**config.mk**
```make
export PLATFORM = sky130hd
export DESIGN_NAME = i2c_txn_seq
export DESIGN_NICKNAME = d
export VERILOG_FILES = /design/src/rtl/i2cs_pkg.sv /design/src/rtl/i2cs_chip_fold.sv /design/src/rtl/i2cs_byte_pick.sv /design/src/rtl/i2cs_fail_ctr.sv /design/src/rtl/i2c_txn_seq.sv
export SDC_FILE = /design/constraint.sdc
export NUM_CORES = 1
export LEC_CHECK = 0
export BUFFER_PORTS_ARGS = -buffer_cell sky130_fd_sc_hd__clkbuf_2
export CAP_MARGIN = 40
export CORE_UTILIZATION = 48
export CTS_CLUSTER_DIAMETER = 60
export CTS_CLUSTER_SIZE = 24
export DETAILED_ROUTE_END_ITERATION = 8
export HOLD_SLACK_MARGIN = 0.1
export PLACE_DENSITY_LB_ADDON = 0.1
export REMOVE_ABC_BUFFERS = 1
export SYNTH_ARGS = -nofsm -noshare
export SYNTH_HDL_FRONTEND = slang
export SYNTH_SLANG_ARGS = --single-unit
```
**constraint.sdc**
```tcl
create_clock -name clk -period 2.1 [get_ports clk]
set_input_delay 0.63 -clock clk [delete_from_list [all_inputs] [get_ports clk]]
set_output_delay 0.63 -clock clk [all_outputs]
set_load 0.1 [all_outputs]
```
**src/rtl/i2cs_pkg.sv**
```systemverilog
// Shared codes for the transaction sequencer.
// Assumes: engine op codes and status codes are fixed by the requirements.
package i2cs_pkg;
    localparam logic [1:0] OP_START = 2'd0;
    localparam logic [1:0] OP_STOP  = 2'd1;
    localparam logic [1:0] OP_WRITE = 2'd2;
    localparam logic [1:0] OP_READ  = 2'd3;

    localparam logic [1:0] KIND_PROBE = 2'd0;
    localparam logic [1:0] KIND_READ  = 2'd1;
    localparam logic [1:0] KIND_WRITE = 2'd2;

    localparam logic [1:0] STAT_OK        = 2'd0;
    localparam logic [1:0] STAT_CHIP_NACK = 2'd1;
    localparam logic [1:0] STAT_ADDR_NACK = 2'd2;

    typedef enum logic [3:0] {
        S_IDLE, S_START, S_CHIPW, S_ADDR, S_GSTOP, S_RSTART,
        S_CHIPR, S_RBYTE, S_RPUSH, S_WFETCH, S_WBYTE, S_STOP
    } seq_state_t;
endpackage

```
**src/rtl/i2cs_chip_fold.sv**
```systemverilog
// Chip-address folding: ORs the register-address bits above the sent
// length into the chip address, under a mask.
// Assumes: alen never exceeds the address width in bytes.
module i2cs_chip_fold #(
    parameter int         ADDR_BYTES = 4,
    parameter int         ALEN_W     = 3,
    parameter bit         FOLD_EN    = 1'b0,
    parameter logic [6:0] FOLD_MASK  = 7'h07,
    localparam int        ADDR_W     = 8 * ADDR_BYTES
) (
    input  logic [6:0]        chip_i,
    input  logic [ADDR_W-1:0] addr_i,
    input  logic [ALEN_W-1:0] alen_i,
    output logic [6:0]        chip_o
);
    logic [ALEN_W+2:0] shamt;
    logic [6:0]        upper;

    // Bits left over above the address bytes actually sent.
    always_comb begin
        shamt = {alen_i, 3'b000};
        upper = 7'(addr_i >> shamt);
    end

    generate
        if (FOLD_EN) begin : g_fold
            assign chip_o = chip_i | (upper & FOLD_MASK);
        end else begin : g_plain
            assign chip_o = chip_i | (upper & 7'h00);
        end
    endgenerate
endmodule

```
**src/rtl/i2cs_byte_pick.sv**
```systemverilog
// Register-address byte selector: returns byte number sel_i of the address.
// Assumes: sel_i < N; any other value returns zero.
module i2cs_byte_pick #(
    parameter int N     = 4,
    parameter int IDX_W = 2
) (
    input  logic [8*N-1:0]  addr_i,
    input  logic [IDX_W-1:0] sel_i,
    output logic [7:0]       byte_o
);
    logic [7:0] lane [N];

    for (genvar g = 0; g < N; g++) begin : g_lane
        assign lane[g] = addr_i[8*g +: 8];
    end

    // Plain mux over the byte lanes.
    always_comb begin
        byte_o = 8'h00;
        for (int k = 0; k < N; k++) begin
            if (sel_i == IDX_W'(k)) byte_o = lane[k];
        end
    end
endmodule

```
**src/rtl/i2cs_fail_ctr.sv**
```systemverilog
// Saturating counter of write-data bytes the slave did not acknowledge.
// Assumes: clr and inc are never high in the same cycle.
module i2cs_fail_ctr #(
    parameter int W = 8
) (
    input  logic         clk,
    input  logic         rst_n,
    input  logic         clr,
    input  logic         inc,
    output logic [W-1:0] count_o
);
    logic [W-1:0] cnt_q;

    // Clear on a new request, count up to all ones and stay there.
    always_ff @(posedge clk) begin
        if (!rst_n)                  cnt_q <= '0;
        else if (clr)                cnt_q <= '0;
        else if (inc && !(&cnt_q))   cnt_q <= cnt_q + 1'b1;
    end

    assign count_o = cnt_q;

    AST_FAIL_MONO: assert property (@(posedge clk) disable iff (!rst_n)
        !clr |=> cnt_q >= $past(cnt_q));
    AST_FAIL_STEP: assert property (@(posedge clk) disable iff (!rst_n)
        (!clr && !inc) |=> $stable(cnt_q));
endmodule

```
**src/rtl/i2c_txn_seq.sv**
```systemverilog
// Transaction sequencer: turns one probe/read/write request into a list
// of engine commands (START, STOP, byte write, byte read), streams data
// over valid/ready ports and reports a status code at the end.
// Assumes: the engine holds eng_done for one cycle per accepted command,
// and req_alen <= ADDR_BYTES_MAX.
module i2c_txn_seq
    import i2cs_pkg::*;
#(
    parameter int         ADDR_BYTES_MAX = 4,
    parameter int         CNT_W          = 8,
    parameter int         FAIL_W         = 8,
    parameter bit         FOLD_EN        = 1'b0,
    parameter logic [6:0] FOLD_MASK      = 7'h07,
    localparam int        ADDR_W         = 8 * ADDR_BYTES_MAX,
    localparam int        ALEN_W         = $clog2(ADDR_BYTES_MAX + 1),
    localparam int        IDX_W          = (ADDR_BYTES_MAX > 1) ? $clog2(ADDR_BYTES_MAX) : 1
) (
    input  logic              clk,
    input  logic              rst_n,
    input  logic              req_valid,
    output logic              req_ready,
    input  logic [1:0]        req_kind,
    input  logic [6:0]        req_chip,
    input  logic [ADDR_W-1:0] req_addr,
    input  logic [ALEN_W-1:0] req_alen,
    input  logic [CNT_W-1:0]  req_count,
    input  logic              req_rep_start,
    input  logic              wr_valid,
    output logic              wr_ready,
    input  logic [7:0]        wr_data,
    output logic              rd_valid,
    input  logic              rd_ready,
    output logic [7:0]        rd_data,
    output logic              done,
    output logic [1:0]        status,
    output logic [FAIL_W-1:0] fail_count,
    output logic              eng_req,
    output logic [1:0]        eng_op,
    output logic [7:0]        eng_tx,
    output logic              eng_nack_out,
    input  logic              eng_done,
    input  logic [7:0]        eng_rx,
    input  logic              eng_rx_nack
);
    seq_state_t        state_q;
    logic [1:0]        kind_q;
    logic [6:0]        chip_q;
    logic [ADDR_W-1:0] addr_q;
    logic [ALEN_W-1:0] alen_q;
    logic [ALEN_W-1:0] left_q;
    logic [CNT_W-1:0]  cnt_q;
    logic              rep_q;
    logic [7:0]        wbyte_q;
    logic [7:0]        rbyte_q;
    logic [1:0]        status_q;
    logic              done_q;

    logic [6:0]        chip_folded;
    logic [IDX_W-1:0]  addr_sel;
    logic [7:0]        addr_byte;
    logic              accept;
    logic              fail_inc;
    logic              last_cnt;

    i2cs_chip_fold #(
        .ADDR_BYTES (ADDR_BYTES_MAX),
        .ALEN_W     (ALEN_W),
        .FOLD_EN    (FOLD_EN),
        .FOLD_MASK  (FOLD_MASK)
    ) i_fold (
        .chip_i (req_chip),
        .addr_i (req_addr),
        .alen_i (req_alen),
        .chip_o (chip_folded)
    );

    assign addr_sel = IDX_W'(left_q - ALEN_W'(1));

    i2cs_byte_pick #(
        .N     (ADDR_BYTES_MAX),
        .IDX_W (IDX_W)
    ) i_pick (
        .addr_i (addr_q),
        .sel_i  (addr_sel),
        .byte_o (addr_byte)
    );

    assign accept   = (state_q == S_IDLE) && req_valid;
    assign fail_inc = (state_q == S_WBYTE) && eng_done && eng_rx_nack;
    assign last_cnt = (cnt_q == CNT_W'(1));

    i2cs_fail_ctr #(
        .W (FAIL_W)
    ) i_fail (
        .clk     (clk),
        .rst_n   (rst_n),
        .clr     (accept),
        .inc     (fail_inc),
        .count_o (fail_count)
    );

    // Main sequence: one state per engine command or port handshake.
    always_ff @(posedge clk) begin
        if (!rst_n) begin
            state_q  <= S_IDLE;
            kind_q   <= KIND_PROBE;
            chip_q   <= '0;
            addr_q   <= '0;
            alen_q   <= '0;
            left_q   <= '0;
            cnt_q    <= '0;
            rep_q    <= 1'b0;
            wbyte_q  <= '0;
            rbyte_q  <= '0;
            status_q <= STAT_OK;
            done_q   <= 1'b0;
        end else begin
            done_q <= 1'b0;
            case (state_q)
                S_IDLE: if (req_valid) begin
                    kind_q   <= req_kind;
                    chip_q   <= chip_folded;
                    addr_q   <= req_addr;
                    alen_q   <= req_alen;
                    cnt_q    <= req_count;
                    rep_q    <= req_rep_start;
                    status_q <= STAT_OK;
                    state_q  <= S_START;
                end
                S_START: if (eng_done) begin
                    if (kind_q == KIND_READ && alen_q == '0) state_q <= S_CHIPR;
                    else                                     state_q <= S_CHIPW;
                end
                S_CHIPW: if (eng_done) begin
                    left_q <= alen_q;
                    if (eng_rx_nack) begin
                        status_q <= STAT_CHIP_NACK;
                        state_q  <= S_STOP;
                    end else if (kind_q == KIND_PROBE) begin
                        state_q <= S_STOP;
                    end else if (alen_q != '0) begin
                        state_q <= S_ADDR;
                    end else begin
                        state_q <= (cnt_q == '0) ? S_STOP : S_WFETCH;
                    end
                end
                S_ADDR: if (eng_done) begin
                    if (eng_rx_nack) begin
                        status_q <= STAT_ADDR_NACK;
                        state_q  <= S_STOP;
                    end else if (left_q != ALEN_W'(1)) begin
                        left_q <= left_q - ALEN_W'(1);
                    end else if (kind_q == KIND_READ) begin
                        state_q <= rep_q ? S_RSTART : S_GSTOP;
                    end else begin
                        state_q <= (cnt_q == '0) ? S_STOP : S_WFETCH;
                    end
                end
                S_GSTOP:  if (eng_done) state_q <= S_RSTART;
                S_RSTART: if (eng_done) state_q <= S_CHIPR;
                S_CHIPR: if (eng_done) begin
                    if (eng_rx_nack) begin
                        status_q <= STAT_CHIP_NACK;
                        state_q  <= S_STOP;
                    end else begin
                        state_q <= (cnt_q == '0) ? S_STOP : S_RBYTE;
                    end
                end
                S_RBYTE: if (eng_done) begin
                    rbyte_q <= eng_rx;
                    state_q <= S_RPUSH;
                end
                S_RPUSH: if (rd_ready) begin
                    cnt_q   <= cnt_q - CNT_W'(1);
                    state_q <= last_cnt ? S_STOP : S_RBYTE;
                end
                S_WFETCH: if (wr_valid) begin
                    wbyte_q <= wr_data;
                    state_q <= S_WBYTE;
                end
                S_WBYTE: if (eng_done) begin
                    cnt_q   <= cnt_q - CNT_W'(1);
                    state_q <= last_cnt ? S_STOP : S_WFETCH;
                end
                S_STOP: if (eng_done) begin
                    done_q  <= 1'b1;
                    state_q <= S_IDLE;
                end
                default: state_q <= S_IDLE;
            endcase
        end
    end

    // Engine command decode from the current state.
    always_comb begin
        eng_req      = 1'b1;
        eng_op       = OP_WRITE;
        eng_tx       = 8'h00;
        eng_nack_out = 1'b0;
        case (state_q)
            S_START, S_RSTART: eng_op = OP_START;
            S_GSTOP, S_STOP:   eng_op = OP_STOP;
            S_CHIPW:           eng_tx = {chip_q, 1'b0};
            S_CHIPR:           eng_tx = {chip_q, 1'b1};
            S_ADDR:            eng_tx = addr_byte;
            S_WBYTE:           eng_tx = wbyte_q;
            S_RBYTE: begin
                eng_op       = OP_READ;
                eng_nack_out = last_cnt;
            end
            default:           eng_req = 1'b0;
        endcase
    end

    assign req_ready = (state_q == S_IDLE);
    assign wr_ready  = (state_q == S_WFETCH);
    assign rd_valid  = (state_q == S_RPUSH);
    assign rd_data   = rbyte_q;
    assign done      = done_q;
    assign status    = status_q;

    AST_CMD_HOLD: assert property (@(posedge clk) disable iff (!rst_n)
        (eng_req && !eng_done) |=> (eng_req && $stable(eng_op) && $stable(eng_tx)));
    AST_DONE_AFTER_STOP: assert property (@(posedge clk) disable iff (!rst_n)
        done |-> $past(eng_done && eng_req && eng_op == OP_STOP));
    AST_IDLE_QUIET: assert property (@(posedge clk) disable iff (!rst_n)
        req_ready |-> (!eng_req && !rd_valid && !wr_ready));
    AST_RD_HOLD: assert property (@(posedge clk) disable iff (!rst_n)
        (rd_valid && !rd_ready) |=> (rd_valid && $stable(rd_data)));
    AST_ABORT_STOP: assert property (@(posedge clk) disable iff (!rst_n)
        (eng_done && eng_rx_nack && (state_q == S_CHIPW || state_q == S_ADDR || state_q == S_CHIPR))
        |=> (eng_req && eng_op == OP_STOP));
    AST_DATA_NACK_KEEPS: assert property (@(posedge clk) disable iff (!rst_n)
        (eng_done && state_q == S_WBYTE) |=> $stable(status));
endmodule

```
==> flow_summary.ini <==
[synth]
yosys_warnings = 0
synth.distinct_cells = 55
synthesis.area_um2 = 4434
netlist_instances = 579
async_set_reset_flop_share_out_of_synthesis = 0
synth_area_per_cell_um2 = 7.658
synthTopCellsByArea = sky130_fd_sc_hd__dfxtp_1, sky130_fd_sc_hd__nand2_1, sky130_fd_sc_hd__a21oi_1, sky130_fd_sc_hd__nor2_1, sky130_fd_sc_hd__ha_1
postSynth.topFlopCell = sky130_fd_sc_hd__dfxtp_1
netlist.area_leader.share = 0.3928
synth_seq_cells = 87
synth-seq-area-share = 0.3928
yosysTopAreaCell = sky130_fd_sc_hd__dfxtp_1
post_synth_edffs = 0

[timing]
setup_repair_after_global_routing_missed_its_margin = yes
final_hold_viol_count = 0
final.setup.worst_slack_ns = -0.4374
max_freq_mhz = 394.1
fin_skew_ns = 0.007269
slew_headroom = 0.6394
tightestPinTransition_ns = 0.5432
final_critical_path_time_including_i_o_delays_and_setup_ns = 2.537
setup_violations = 14
timing.final.crit_share = 1.208
report.final.slew_viol_count = 0

[min_path]
hold_class = register to register

[setup_path]
crit_path_end_kind = output port
cp_data_arrival_time_ns = 1.91
worst_ep_required_time_ns = 1.47
setup.worst_path.start_class = register
timing.critical_path.fanout_max = 6
worstSetupPathType = register to output port

[clock_tree]
clock_tree.root_cell = sky130_fd_sc_hd__clkbuf_8
cts_buffers = 9
clk-insertion-delay-late_ns = 0.36
cts_buffer_depth = 2
clkTransAtPathRegs_ns = 0.09
clock-sinks = 87
cts_tree = built
cts_max_level = 3

[placement]
placed_cells = 791
hpwl_mm = 8.604
globalplace.congestion = 0.9336
detailedPlace.worstSlack_ns = -0.2663
buffer_ports.inserted = 109

[outcome]
outcome = complete, but fails checks
failed_checks = design-rule violations, negative setup slack

[pwr]
pwr-share-seq = 0.310
internal-power_mw = 4.042
power_switching_mw = 3.002
power_frac_clock = 0.176
power.switching_fraction = 0.4262
combinational_share_of_power = 0.514
peakVddDrop_mv = 0.5225
power_leakage_nw = 2.491
power.density_nw_per_um2 = 1158
totalPowerFinal_mw = 7.044

[floorplanning]
ioPinCount = 110
initial_core_utilization = 0.5011
die-height_um = 98.12
row_count = 34
floorplan.core_area_um2 = 8848
fp.dieArea_um2 = 9627
die_x_um = 98.12

[detailed_routing]
avgViaCountPerCell = 5.488
route.final.wire_length_mm = 12.52
drt_pre_antenna_iters = 6
drt-initial-drc-count = 222
vias = 4522
antenna_left = 0
drt-wirelength-per-cell_um = 15.20
drc = 6

[global_routing]
grt_pass1_wl_mm = 20.91
overflow = 0
initial_antenna_violation_count = 0
globalRouteTotalUtil = 0.2696
grt_max_degree = 64
via_count_of_the_first_global_routing_pass = 4348

[cells_and_area]
number_of_filler_cells_placed_in_the_layout = 719
antennaDiodeCount = 0
num-nets-final = 796
finish.utilization = 0.6875
instances_no_fill = 824
most_common_cell_after_layout_fill_and_taps_aside = sky130_fd_sc_hd__nand2_1
layout-area-overhead-vs-synth_pct = 37.19
most-common-layout-cells = sky130_fd_sc_hd__nand2_1, sky130_fd_sc_hd__clkbuf_2, sky130_fd_sc_hd__a21oi_1
drive_gt1_frac = 0.3212

[run]
cap_violations = 0
==> power groups by stage <==
| stage | Sequential, mW | Clock [mW] | Combinational, mW |
|---|---|---|---|
| finish | 2.18 | 1.24 | 3.62 |
| global route | 2.21 | 1.35 | 3.92 |
| CTS | 2.18 | 1.27 | 3.47 |
| detailed placement | 2.17 | 0 | 3.19 |
| global placement | 2.17 | 0 | 3.14 |
| floorplan | 2.20 | 0 | 1.89 |
==> cell families (layout without fill, tap and decap cells) <==
logic type / after synthesis / count (layout) / synth area share
muxes: 10 / 10 / 0.02257
and+or+nand+nor: 251 / 251 / 0.2714
buffers and inverters: 54 / 191 / 0.05164
AOI/OAI and AO/OA: 162 / 162 / 0.2243
DFF: 87 / 87 / 0.3928
xor gates and xnor gates: 6 / 6 / 0.01185
adders and majority gates: 9 / 9 / 0.02540
==> Yosys cell counts, drive strengths merged (6+ instances only) <==
cell	number
nor2	32
o21ai	27
a21oi	92
inv	12
nor3	11
dfxtp	87
clkbuf	24
mux2i	10
nor2b	13
o2bb2ai	8
ha	9
nand2	137
nand3	16
buf	18
xor2	6
nand3b	9
==> per-layer routing <==
metal  part of all wire  vias to the layer above  wire length [um]  global-route usage
met5                  0                        -                 0                   0
met4              0.018                        0               221             0.08275
met3              0.053                       23               658             0.05225
met2               0.50                      125              6274              0.4556
met1               0.43                     2102              5369              0.3470
li1                   -                     2272                 -                   -
==> registers in the layout, summed over array words and instances, names as in the netlist <==
| name | flops |
|---|---|
| addr_q | 32 |
| cnt_q | 8 |
| i_fail.count_o | 8 |
| rd_data | 8 |
| wbyte_q | 8 |
| chip_q | 7 |
| state_q | 4 |
| alen_q | 3 |
| left_q | 3 |
| kind_q | 2 |
| status | 2 |
| done | 1 |
| rep_q | 1 |
==> per-stage QoR <==
stage | hold WS [ns] | setup TNS (ns) | instance area (um2)
floorplan | 0.4318 | -162.03 | 4250
global placement | 0.4407 | -1.402 | 5497
detailed placement | 0.4470 | -1.750 | 5497
CTS | 0.4594 | -3.755 | 5987
global route | 0.4711 | -4.920 | 6083
finish | 0.4545 | -3.797 | 6083
==> repair_timing <==
action	CTS	global route
pin swaps	13	15
gates cloned	1	0
buffers inserted	9	9
setup endpoints to repair	15	19
gates resized for setup	58	19
hold buffers	0	0
==> critical path, stage by stage (launching register included) <==
cell	delay (ns)
sky130_fd_sc_hd__dfxtp_2	0.34
sky130_fd_sc_hd__inv_2	0.05
sky130_fd_sc_hd__ha_4	0.17
sky130_fd_sc_hd__buf_6	0.12
sky130_fd_sc_hd__nand3b_1	0.16
sky130_fd_sc_hd__a21oi_1	0.13
sky130_fd_sc_hd__a21oi_1	0.05
sky130_fd_sc_hd__o21ai_1	0.18
sky130_fd_sc_hd__o2bb2ai_2	0.15
sky130_fd_sc_hd__buf_12	0.20
==> area by class of cell <==
| type | count | area, um2 | area share |
|---|---|---|---|
| Clock buffer | 11 | 141.4 | 0.02324 |
| Multi-Input combinational cell | 438 | 2634 | 0.4330 |
| Inverter | 12 | 48.80 | 0.008021 |
| Timing Repair Buffer | 163 | 1295 | 0.2129 |
| Clock inverter | 5 | 65.06 | 0.01070 |
| Tap cell | 108 | 135.1 | 0.02221 |
| Sequential cell | 87 | 1764 | 0.2900 |
==> path summary, 6_finish.rpt <==
check                                from         end  slack, ns  cells after the start
worst max register to register  left_q[1]  state_q[2]       0.09                      8
worst max-delay path            left_q[0]   eng_tx[0]      -0.44                      9
worst min-delay path            chip_q[3]   chip_q[3]       0.45                      2
worst min register to register  chip_q[3]   chip_q[3]       0.45                      2
No activity file was read; power rests on OpenSTA's default activity.
